### src/rtl/osc_div_pkg.sv
package osc_div_pkg;

  localparam int CTRL_W = 3;
  localparam logic [CTRL_W-1:0] CTRL_RUN_PAT = 3'b010;

  typedef enum logic [1:0] {
    OSC_OFF  = 2'd0,
    OSC_RUN  = 2'd1,
    OSC_HOLD = 2'd2
  } osc_mode_e;

  function automatic osc_mode_e decode_ctrl(input logic [CTRL_W-1:0] ctrl);
    if (ctrl == CTRL_RUN_PAT)
      return OSC_RUN;
    else if (ctrl[CTRL_W-1:CTRL_W-2] == 2'b11)
      return OSC_HOLD;
    else
      return OSC_OFF;
  endfunction

endpackage

### src/rtl/osc_div_ctrl.sv
module osc_div_ctrl
  import osc_div_pkg::*;
(
  input  logic [CTRL_W-1:0] div_ctrl,
  output osc_mode_e         mode
);

  always_comb begin
    mode = decode_ctrl(div_ctrl);
  end

endmodule

### src/rtl/osc_div_chain.sv
module osc_div_chain
  import osc_div_pkg::*;
#(
  parameter int DIV_W = 15
) (
  input  logic             clk,
  input  logic             rst,
  input  logic             osc_tick,
  input  osc_mode_e        mode,
  output logic [DIV_W-1:0] cnt_nxt,
  output logic [DIV_W-1:0] rise_vec
);

  logic [DIV_W-1:0] cnt_q;
  logic             adv;

  assign adv = (mode == OSC_RUN) && osc_tick;

  always_comb begin
    if (mode == OSC_HOLD)
      cnt_nxt = '0;
    else if (adv)
      cnt_nxt = cnt_q + 1'b1;
    else
      cnt_nxt = cnt_q;
  end

  always_ff @(posedge clk) begin
    if (rst)
      cnt_q <= '0;
    else
      cnt_q <= cnt_nxt;
  end

  // A stage rises when the increment carries into it while it is low
  genvar k;
  generate
    for (k = 0; k < DIV_W; k++) begin : g_rise
      if (k == 0) begin : g_lsb
        assign rise_vec[k] = adv && !cnt_q[0];
      end else begin : g_upper
        assign rise_vec[k] = adv && !cnt_q[k] && (&cnt_q[k-1:0]);
      end
    end
  endgenerate


  hold_zero_chk: assert property (@(posedge clk) disable iff (rst)
    (mode == OSC_HOLD) |=> (cnt_q == '0));


  off_frozen_chk: assert property (@(posedge clk) disable iff (rst)
    (mode == OSC_OFF) |=> $stable(cnt_q));


  run_step_chk: assert property (@(posedge clk) disable iff (rst)
    (mode == OSC_RUN && osc_tick) |=> (cnt_q == $past(cnt_q) + 1'b1));

endmodule

### src/rtl/osc_rate_mux.sv
module osc_rate_mux #(
  parameter int DIV_W      = 15,
  parameter int SEL_W      = 4,
  parameter int SLOW_TAP   = 6,
  parameter int FAST_TAP   = 1,
  parameter int FAST_FIRST = 3
) (
  input  logic [SEL_W-1:0] rate_sel,
  input  logic [DIV_W-1:0] cnt_nxt,
  input  logic [DIV_W-1:0] rise_vec,
  output logic             tap_lvl,
  output logic             tap_rise
);

  function automatic int tap_index(input logic [SEL_W-1:0] sel);
    int s;
    s = int'(sel);
    if (s == 0)
      return -1;
    else if (s < FAST_FIRST)
      return SLOW_TAP + s - 1;
    else
      return FAST_TAP + s - FAST_FIRST;
  endfunction

  int idx;

  always_comb begin
    idx      = tap_index(rate_sel);
    tap_lvl  = 1'b0;
    tap_rise = 1'b0;
    for (int k = 0; k < DIV_W; k++) begin
      if (idx == k) begin
        tap_lvl  = cnt_nxt[k];
        tap_rise = rise_vec[k];
      end
    end
  end

endmodule

### src/rtl/osc_rate_gen.sv
module osc_rate_gen
  import osc_div_pkg::*;
#(
  parameter int DIV_W = 15,
  parameter int SEL_W = 4
) (
  input  logic              clk,
  input  logic              rst,
  input  logic              osc_tick,
  input  logic [CTRL_W-1:0] div_ctrl,
  input  logic [SEL_W-1:0]  rate_sel,
  input  logic              sq_en,
  output logic              sq_out,
  output logic              periodic_evt
);

  osc_mode_e        mode;
  logic [DIV_W-1:0] cnt_nxt;
  logic [DIV_W-1:0] rise_vec;
  logic             tap_lvl;
  logic             tap_rise;
  logic             sq_q;
  logic             evt_q;

  osc_div_ctrl u_ctrl (
    .div_ctrl (div_ctrl),
    .mode     (mode)
  );

  osc_div_chain #(.DIV_W(DIV_W)) u_chain (
    .clk      (clk),
    .rst      (rst),
    .osc_tick (osc_tick),
    .mode     (mode),
    .cnt_nxt  (cnt_nxt),
    .rise_vec (rise_vec)
  );

  osc_rate_mux #(.DIV_W(DIV_W), .SEL_W(SEL_W)) u_mux (
    .rate_sel (rate_sel),
    .cnt_nxt  (cnt_nxt),
    .rise_vec (rise_vec),
    .tap_lvl  (tap_lvl),
    .tap_rise (tap_rise)
  );

  always_ff @(posedge clk) begin
    if (rst) begin
      sq_q  <= 1'b0;
      evt_q <= 1'b0;
    end else begin
      sq_q  <= sq_en && (mode == OSC_RUN) && tap_lvl;
      evt_q <= (mode == OSC_RUN) && tap_rise;
    end
  end

  assign sq_out       = sq_q;
  assign periodic_evt = evt_q;


  sq_gate_chk: assert property (@(posedge clk) disable iff (rst)
    !sq_en |=> !sq_out);


  rate_zero_chk: assert property (@(posedge clk) disable iff (rst)
    (rate_sel == '0) |=> !periodic_evt);


  evt_single_chk: assert property (@(posedge clk) disable iff (rst)
    periodic_evt |=> !periodic_evt);


  sq_needs_run_chk: assert property (@(posedge clk) disable iff (rst)
    $rose(sq_out) |-> ($past(div_ctrl) == CTRL_RUN_PAT));

endmodule

### config.mk
export PLATFORM = sky130hd
export DESIGN_NAME = osc_rate_gen
export DESIGN_NICKNAME = d
export VERILOG_FILES = /design/src/rtl/osc_div_pkg.sv /design/src/rtl/osc_div_ctrl.sv /design/src/rtl/osc_div_chain.sv /design/src/rtl/osc_rate_mux.sv /design/src/rtl/osc_rate_gen.sv
export SDC_FILE = /design/constraint.sdc
export NUM_CORES = 1
export LEC_CHECK = 0
export BUFFER_PORTS_ARGS = -buffer_cell sky130_fd_sc_hd__buf_2
export CELL_PAD_IN_SITES_DETAIL_PLACEMENT = 1
export CELL_PAD_IN_SITES_GLOBAL_PLACEMENT = 1
export CORE_MARGIN = 1
export CORE_UTILIZATION = 40
export CTS_CLUSTER_DIAMETER = 50
export DETAILED_ROUTE_END_ITERATION = 12
export GPL_TIMING_DRIVEN = 0
export PLACE_DENSITY_LB_ADDON = 0.1
export SYNTH_ARGS = -nofsm -noshare
export SYNTH_HDL_FRONTEND = slang
export SYNTH_SLANG_ARGS = --single-unit
### constraint.sdc
create_clock -name clk -period 2.5 [get_ports clk]
set_input_delay 0.125 -clock clk [delete_from_list [all_inputs] [get_ports clk]]
set_output_delay 0.125 -clock clk [all_outputs]
set_load 0.02 [all_outputs]
### Word-level counts from Yosys, hierarchy flattened

Index checks and enable logic that the tools add are counted.
Widths: inputs -> output; s select.

* bits in registers: 17
* input port bits: 11
* output and inout port bits: 2

* reductions and logical operators: 63
* eq/ne operators: 18
* add/subtract/negate cells: 5
* magnitude comparators: 1
* muxes and demuxes: 36

Operator list (number)
* $eq 32x5->1 const B: 7
* $eq 32x4->1 const B: 4
* $eq 32x3->1 const B: 2
* $mux 32: 2
* $logic_and 1x1->1: 33
* $eq 32x2->1 const B: 1
* $logic_not 32->1: 1
* $sub 32x2->32 const B: 1
* $sub 32x3->32 const B: 1
* $mux 1: 30
* $mux 15: 2
* $add 15x1->15 const B: 1
* $logic_not 1->1: 15
* $reduce_and 14->1: 1
* $reduce_and 13->1: 1
* $reduce_and 12->1: 1
* $reduce_and 11->1: 1
* $reduce_and 10->1: 1
* $reduce_and 9->1: 1
* $reduce_and 8->1: 1
* $reduce_and 7->1: 1
* $reduce_and 6->1: 1
* $add 1x4->5 const A: 1
* $add 3x4->5 const A: 1
* 10 further kinds: 12

### Longest topological paths before layout

* depth after elaboration: 23
* mapped depth: 15
* gate-level depth less buffers: 13

### Hierarchy

Synthesis repeated with hierarchy kept, for this count alone.

* cell total of the unflattened synthesis: 243
* area, all modules: 1870.5 um^2

By module, submodules not included
* osc_div_chain: area an instance 953.4 um^2, times used 1, seq. area each 300.3 um^2, cells an instance 122
* osc_rate_mux: area an instance 827.0 um^2, times used 1, seq. area each 0.0 um^2, cells an instance 114
* osc_rate_gen: area an instance 71.3 um^2, times used 1, seq. area each 40.0 um^2, cells an instance 5
* osc_div_ctrl: area an instance 18.8 um^2, times used 1, seq. area each 0.0 um^2, cells an instance 2

### Least setup slack after synthesis

No wires, ideal clock.

* kind: input port to flip-flop
* from: in rate_sel[0]
* to: reg evt_q (netlist: periodic_evt)
* slack: -101 ps
* arrival time: 2513 ps
* buffers on the path: 3
* stages on the path: 13
* cell sequence: buf_2 inv_1 ha_1 nor2b_1 nor4_1 or4_1 buf_2 or2_1 buf_6 o21ai_2 nand4_1 a21o_1 a311oi_2

* word-level cells in the longest chain between the ends: 21

Ends and longest elaborated chain
* start, declared: RTL line osc_rate_gen.sv:11 `input logic [SEL_W-1:0] rate_sel,`
* $add 1x4->5 or $add 3x4->5 (tied branches): RTL line osc_rate_mux.sv:23, osc_rate_mux.sv:21
* $sub 32x3->32 or $sub 32x2->32 (tied branches): RTL line osc_rate_mux.sv:23, osc_rate_mux.sv:21
* $mux 32: RTL line osc_rate_mux.sv:20 `else if (s < FAST_FIRST)`
* $mux 32 (*): RTL line osc_rate_mux.sv:18 `if (s == 0)`
* $logic_not 32->1: RTL line osc_rate_mux.sv:33 `if (idx == k) begin`
* $mux 1 (14 in series): RTL line osc_rate_mux.sv:33
* $mux 1 (*): RTL line osc_rate_mux.sv:33
* $logic_and 1x1->1 (*): RTL line osc_rate_gen.sv:53 `evt_q <= (mode == OSC_RUN) && tap_rise;`
* end signal, assigned: RTL line osc_rate_gen.sv:53
* end, declared: RTL line osc_rate_gen.sv:23 `logic evt_q;`

Every way passes the cells marked *; elsewhere a longest branch is shown, timed or not.
A chain may end at the register's enable or synchronous reset.

### Final worst setup path

* from: in rate_sel[1]
* to: reg evt_q (netlist: periodic_evt)

Same word-level chain as after synthesis.

==> out/summary.md <==
- cell area power density: 346 nW/µm²
- syn nets: 258
- proportion of synthesized flip-flops having asynchronous set or reset: 0
- vias: 1897
- launch instance of the worst register-to-register path: u_chain.cnt_q[2]
- area post-placement: 1910 µm²
- hold path start: rst
- first-pass GRT wire length: 8960 µm
- slew at the pin closest to its max-slew limit: 685 ps
- Max Root-Sink Buffers: 2
- buffer cell driving the clock tree root: sky130_fd_sc_hd__clkbuf_8
- Antenna Cells: 0
- layout cells sized above 1: 0.313
- Syn. warnings: 0
- Top FF cell, synth: sky130_fd_sc_hd__dfxtp_1
- register area share after synthesis: 0.193
- relative max-transition margin: 0.540
- initial drt markers: 73
- Synth area leaders: sky130_fd_sc_hd__dfxtp_1, sky130_fd_sc_hd__ha_1, sky130_fd_sc_hd__nor2_1, sky130_fd_sc_hd__xnor2_1, sky130_fd_sc_hd__nand2_1
- gate count of the mapped netlist: 233
- core area: 4120 µm²
- number of enable flip-flop cells after synthesis: 0
- worst path required time: 2670 ps
- cell depth of the worst hold path: 2
- Detailed Routing Iterations Pass 1: 4
- FF+latch count, synth: 17
- Overflow after GRT: 0
- effective utilization at floorplan: 0.428
- Clock Latency Late Sink: 260 ps
- worst setup skew after layout: 3.84 ps
- share of synthesized cell area in full adder, half adder and majority cells: 0.0995
- Area growth, synth to finish: 35.0%
- horizontal extent of the die: 68.3 µm
- violations in the final reports: negative setup slack
- register clock-pin slew on the reported worst setup and hold paths: 70 ps
- period utilization: 1.04
- multiplexer share of the synthesized area: 0.0348
- fraction of the mapped netlist area in compound gates: 0.205
- number of endpoints failing setup at the final stage: 1
- final RePlAce weighted congestion: 0.850
- type of the setup path with the least slack: in -> reg
- Total Routing Usage GR: 0.260
- number of distinct library cells after synthesis: 57
- number of placed I/O pins: 13
- fin crit period: 2610 ps
- largest net degree at the start of global routing: 11
- Net count, final: 288
- number of buffers inserted during clock tree synthesis: 3
- CTS H-Tree Depth: 1
- max-slew violation count: 0
- total length of routed wires: 5840 µm
- Setup Total Neg Slack: -105 ps
- depth of the worst register-to-register path: 8
- worst endpoint data arrival time: 2770 ps
- Post-Place Cells: 295
- share of the synthesized netlist area taken by xor and xnor gates: 0.0697
- DRT antenna net count: 0
- area share of and/or/nand/nor cells after synthesis: 0.335
- f_max: 384 MHz
- number of clock sinks: 17
- detailed placement HPWL: 4120 µm
- worst hold path class: in -> reg
- synthesized area divided by synthesized cell count: 7.56 µm²
- TritonCTS clock tree: built
- main combinational cell family by area after synthesis: simple AND/OR/NAND/NOR gates
- critical path startpoint: rate_sel[1]
- Post-Route Utilization: 0.578
- Setup WS post-layout: -105 ps
- Max VDD drop: 309 µV
- Synth area leader: sky130_fd_sc_hd__dfxtp_1
- Critical Path Source Type: primary input
- average via count per standard cell: 6.08
- post-synthesis cell area: 1760 µm²
- cell row count: 23
- unrepaired setup endpoints after global routing: true
- final non-filler cell total: 312
- initial antenna violation count: 0
- sort of element at the end of the critical path: register
- number of global-route vias before repair: 1852
- leakage: 0.892 nW
- DIE AREA: 4670 µm²
- share of Yosys cell area claimed by the top area cell type: 0.193
- worst slack at placement: -566 ps
- port bufs: 12
- average routed wire per standard cell: 18.7 µm
- post-route design area: 2380 µm²
- maximum fanout along the worst path: 6
- MaxCap Viol Count: 0
- DRC viols: 0
- result of the run: finished with violations
- Final Hold Vio Count: 0
- Die Height: 68.3 µm
[where the power goes]
part / switching [mW] / total, mW / internal [mW] / leakage, nW
clock network: 0.0978 / 0.211 / 0.113 / 0.0228
registers: 0.000540 / 0.272 / 0.271 / 0.137
logic: 0.187 / 0.339 / 0.151 / 0.733
[cell usage after synthesis, drive strengths merged, types with 2 or more instances]
master  count
ha         14
clkbuf      4
nor4        6
and3        2
o21ai       8
a21oi       9
xnor2      10
nand4       7
nor2       27
or3         2
nor2b       9
or2         5
nand2b      5
nand3      12
nand2      17
a221oi      2
a31oi       5
nor4b       2
nor3        5
nand4b      3
o32ai       2
buf         6
dfxtp      17
inv        12
o22ai       6
mux2i       5
o31ai       3
nand3b      3
xor2        4
[worst max-delay path: stages]
cell and delay [ps]:
sky130_fd_sc_hd__buf_12 110, sky130_fd_sc_hd__ha_4 150, sky130_fd_sc_hd__and2_4 170, sky130_fd_sc_hd__xnor2_2 140
sky130_fd_sc_hd__and3b_2 240, sky130_fd_sc_hd__ha_4 170, sky130_fd_sc_hd__or2_4 250, sky130_fd_sc_hd__o2bb2ai_4 150
sky130_fd_sc_hd__nand3_4 120, sky130_fd_sc_hd__o32ai_4 290, sky130_fd_sc_hd__a21oi_2 90, sky130_fd_sc_hd__nor4_2 330
sky130_fd_sc_hd__o31ai_2 120, sky130_fd_sc_hd__a311oi_2 290
[sequential cells by signal, summed over array words and instances (netlist names)]
register       count
sq_out             1
u_chain.cnt_q     15
periodic_evt       1
[cells by family (layout without fill, tap and decap cells)]
| logic type | after synthesis | count (layout) |
|---|---|---|
| compound gates | 51 | 51 |
| xor+xnor | 14 | 14 |
| fa+ha+maj | 14 | 14 |
| buf+inv | 22 | 51 |
| flops | 17 | 17 |
| mux | 6 | 6 |
| simple gates | 109 | 109 |
[repair_timing]
item | CTS | global route
hold buffers | 0 | 0
endpoints found under the setup margin | 2 | 2
setup buffers | 4 | 10
pin swaps | 9 | 12
gates resized for setup | 31 | 36
[routing by layer]
metal | vias up | wire (µm) | GRT usage
met4 | 0 | 71 | 0.0391
li1 | 919 | - | -
met1 | 928 | 2740 | 0.350
met2 | 42 | 2820 | 0.445
met3 | 8 | 209 | 0.0350
met5 | - | 0 | 0
[cell usage in the layout, fill, tap and decap left out, types with 2 or more instances in the layout]
cell                       Yosys  layout
sky130_fd_sc_hd__o22ai_1       6       5
sky130_fd_sc_hd__o21ai_0       6       6
sky130_fd_sc_hd__or2_2         3       2
sky130_fd_sc_hd__nand4b_1      3       3
sky130_fd_sc_hd__clkbuf_1      4       5
sky130_fd_sc_hd__buf_6         3       6
sky130_fd_sc_hd__nor2_1       26      25
sky130_fd_sc_hd__nor4_2        0       3
sky130_fd_sc_hd__inv_4         0       2
sky130_fd_sc_hd__ha_2          0       2
sky130_fd_sc_hd__nand3_1      12      10
sky130_fd_sc_hd__nor4_1        6       2
sky130_fd_sc_hd__xnor2_2       0       3
sky130_fd_sc_hd__a21oi_1       9       8
sky130_fd_sc_hd__nand2_2       0       2
sky130_fd_sc_hd__o31ai_2       0       3
sky130_fd_sc_hd__ha_4          0       6
sky130_fd_sc_hd__buf_4         1      14
sky130_fd_sc_hd__nand3b_1      3       3
sky130_fd_sc_hd__or3_1         2       2
sky130_fd_sc_hd__inv_1        12       9
sky130_fd_sc_hd__nand4_1       7       7
sky130_fd_sc_hd__mux2i_1       5       5
sky130_fd_sc_hd__nor2_4        0       2
sky130_fd_sc_hd__nand3_4       0       2
sky130_fd_sc_hd__a31oi_1       5       5
sky130_fd_sc_hd__xor2_1        4       4
sky130_fd_sc_hd__dfxtp_1      17      17
sky130_fd_sc_hd__buf_2         2       9
sky130_fd_sc_hd__or2_1         2       2
sky130_fd_sc_hd__ha_1         14       6
sky130_fd_sc_hd__nor2b_1       9       8
sky130_fd_sc_hd__clkbuf_8      0       3
sky130_fd_sc_hd__nor3_1        4       3
sky130_fd_sc_hd__nand2b_1      5       4
sky130_fd_sc_hd__nand2_1      17      14
sky130_fd_sc_hd__xnor2_1      10       7
[cell type report]
cell class | instances | area (µm²)
Fill cell | 505 | 1740
Clock buffer | 4 | 45.0
Buffer | 9 | 75.1
Sequential cell | 17 | 340
Timing Repair Buffer | 26 | 193
Inverter | 12 | 50.0
Tap cell | 50 | 62.6
Multi-Input combinational cell | 194 | 1610
[through the flow]
step / hold slack (ps) / power, mW
final: 44.4 / 0.822
after detailed placement: 316 / 0.510
after global placement: 314 / 0.507
after CTS: 43.3 / 0.767
after global routing: 46.9 / 0.864
after floorplan: 197 / 0.448
[worst paths after layout]
kind	to	slack (ps)
worst min register to register	u_chain.cnt_q[11]	590
worst min-delay path	u_chain.cnt_q[13]	40
worst max-delay path	periodic_evt	-110
worst max register to register	sq_out	80
Power figures use the tool's default switching activity.
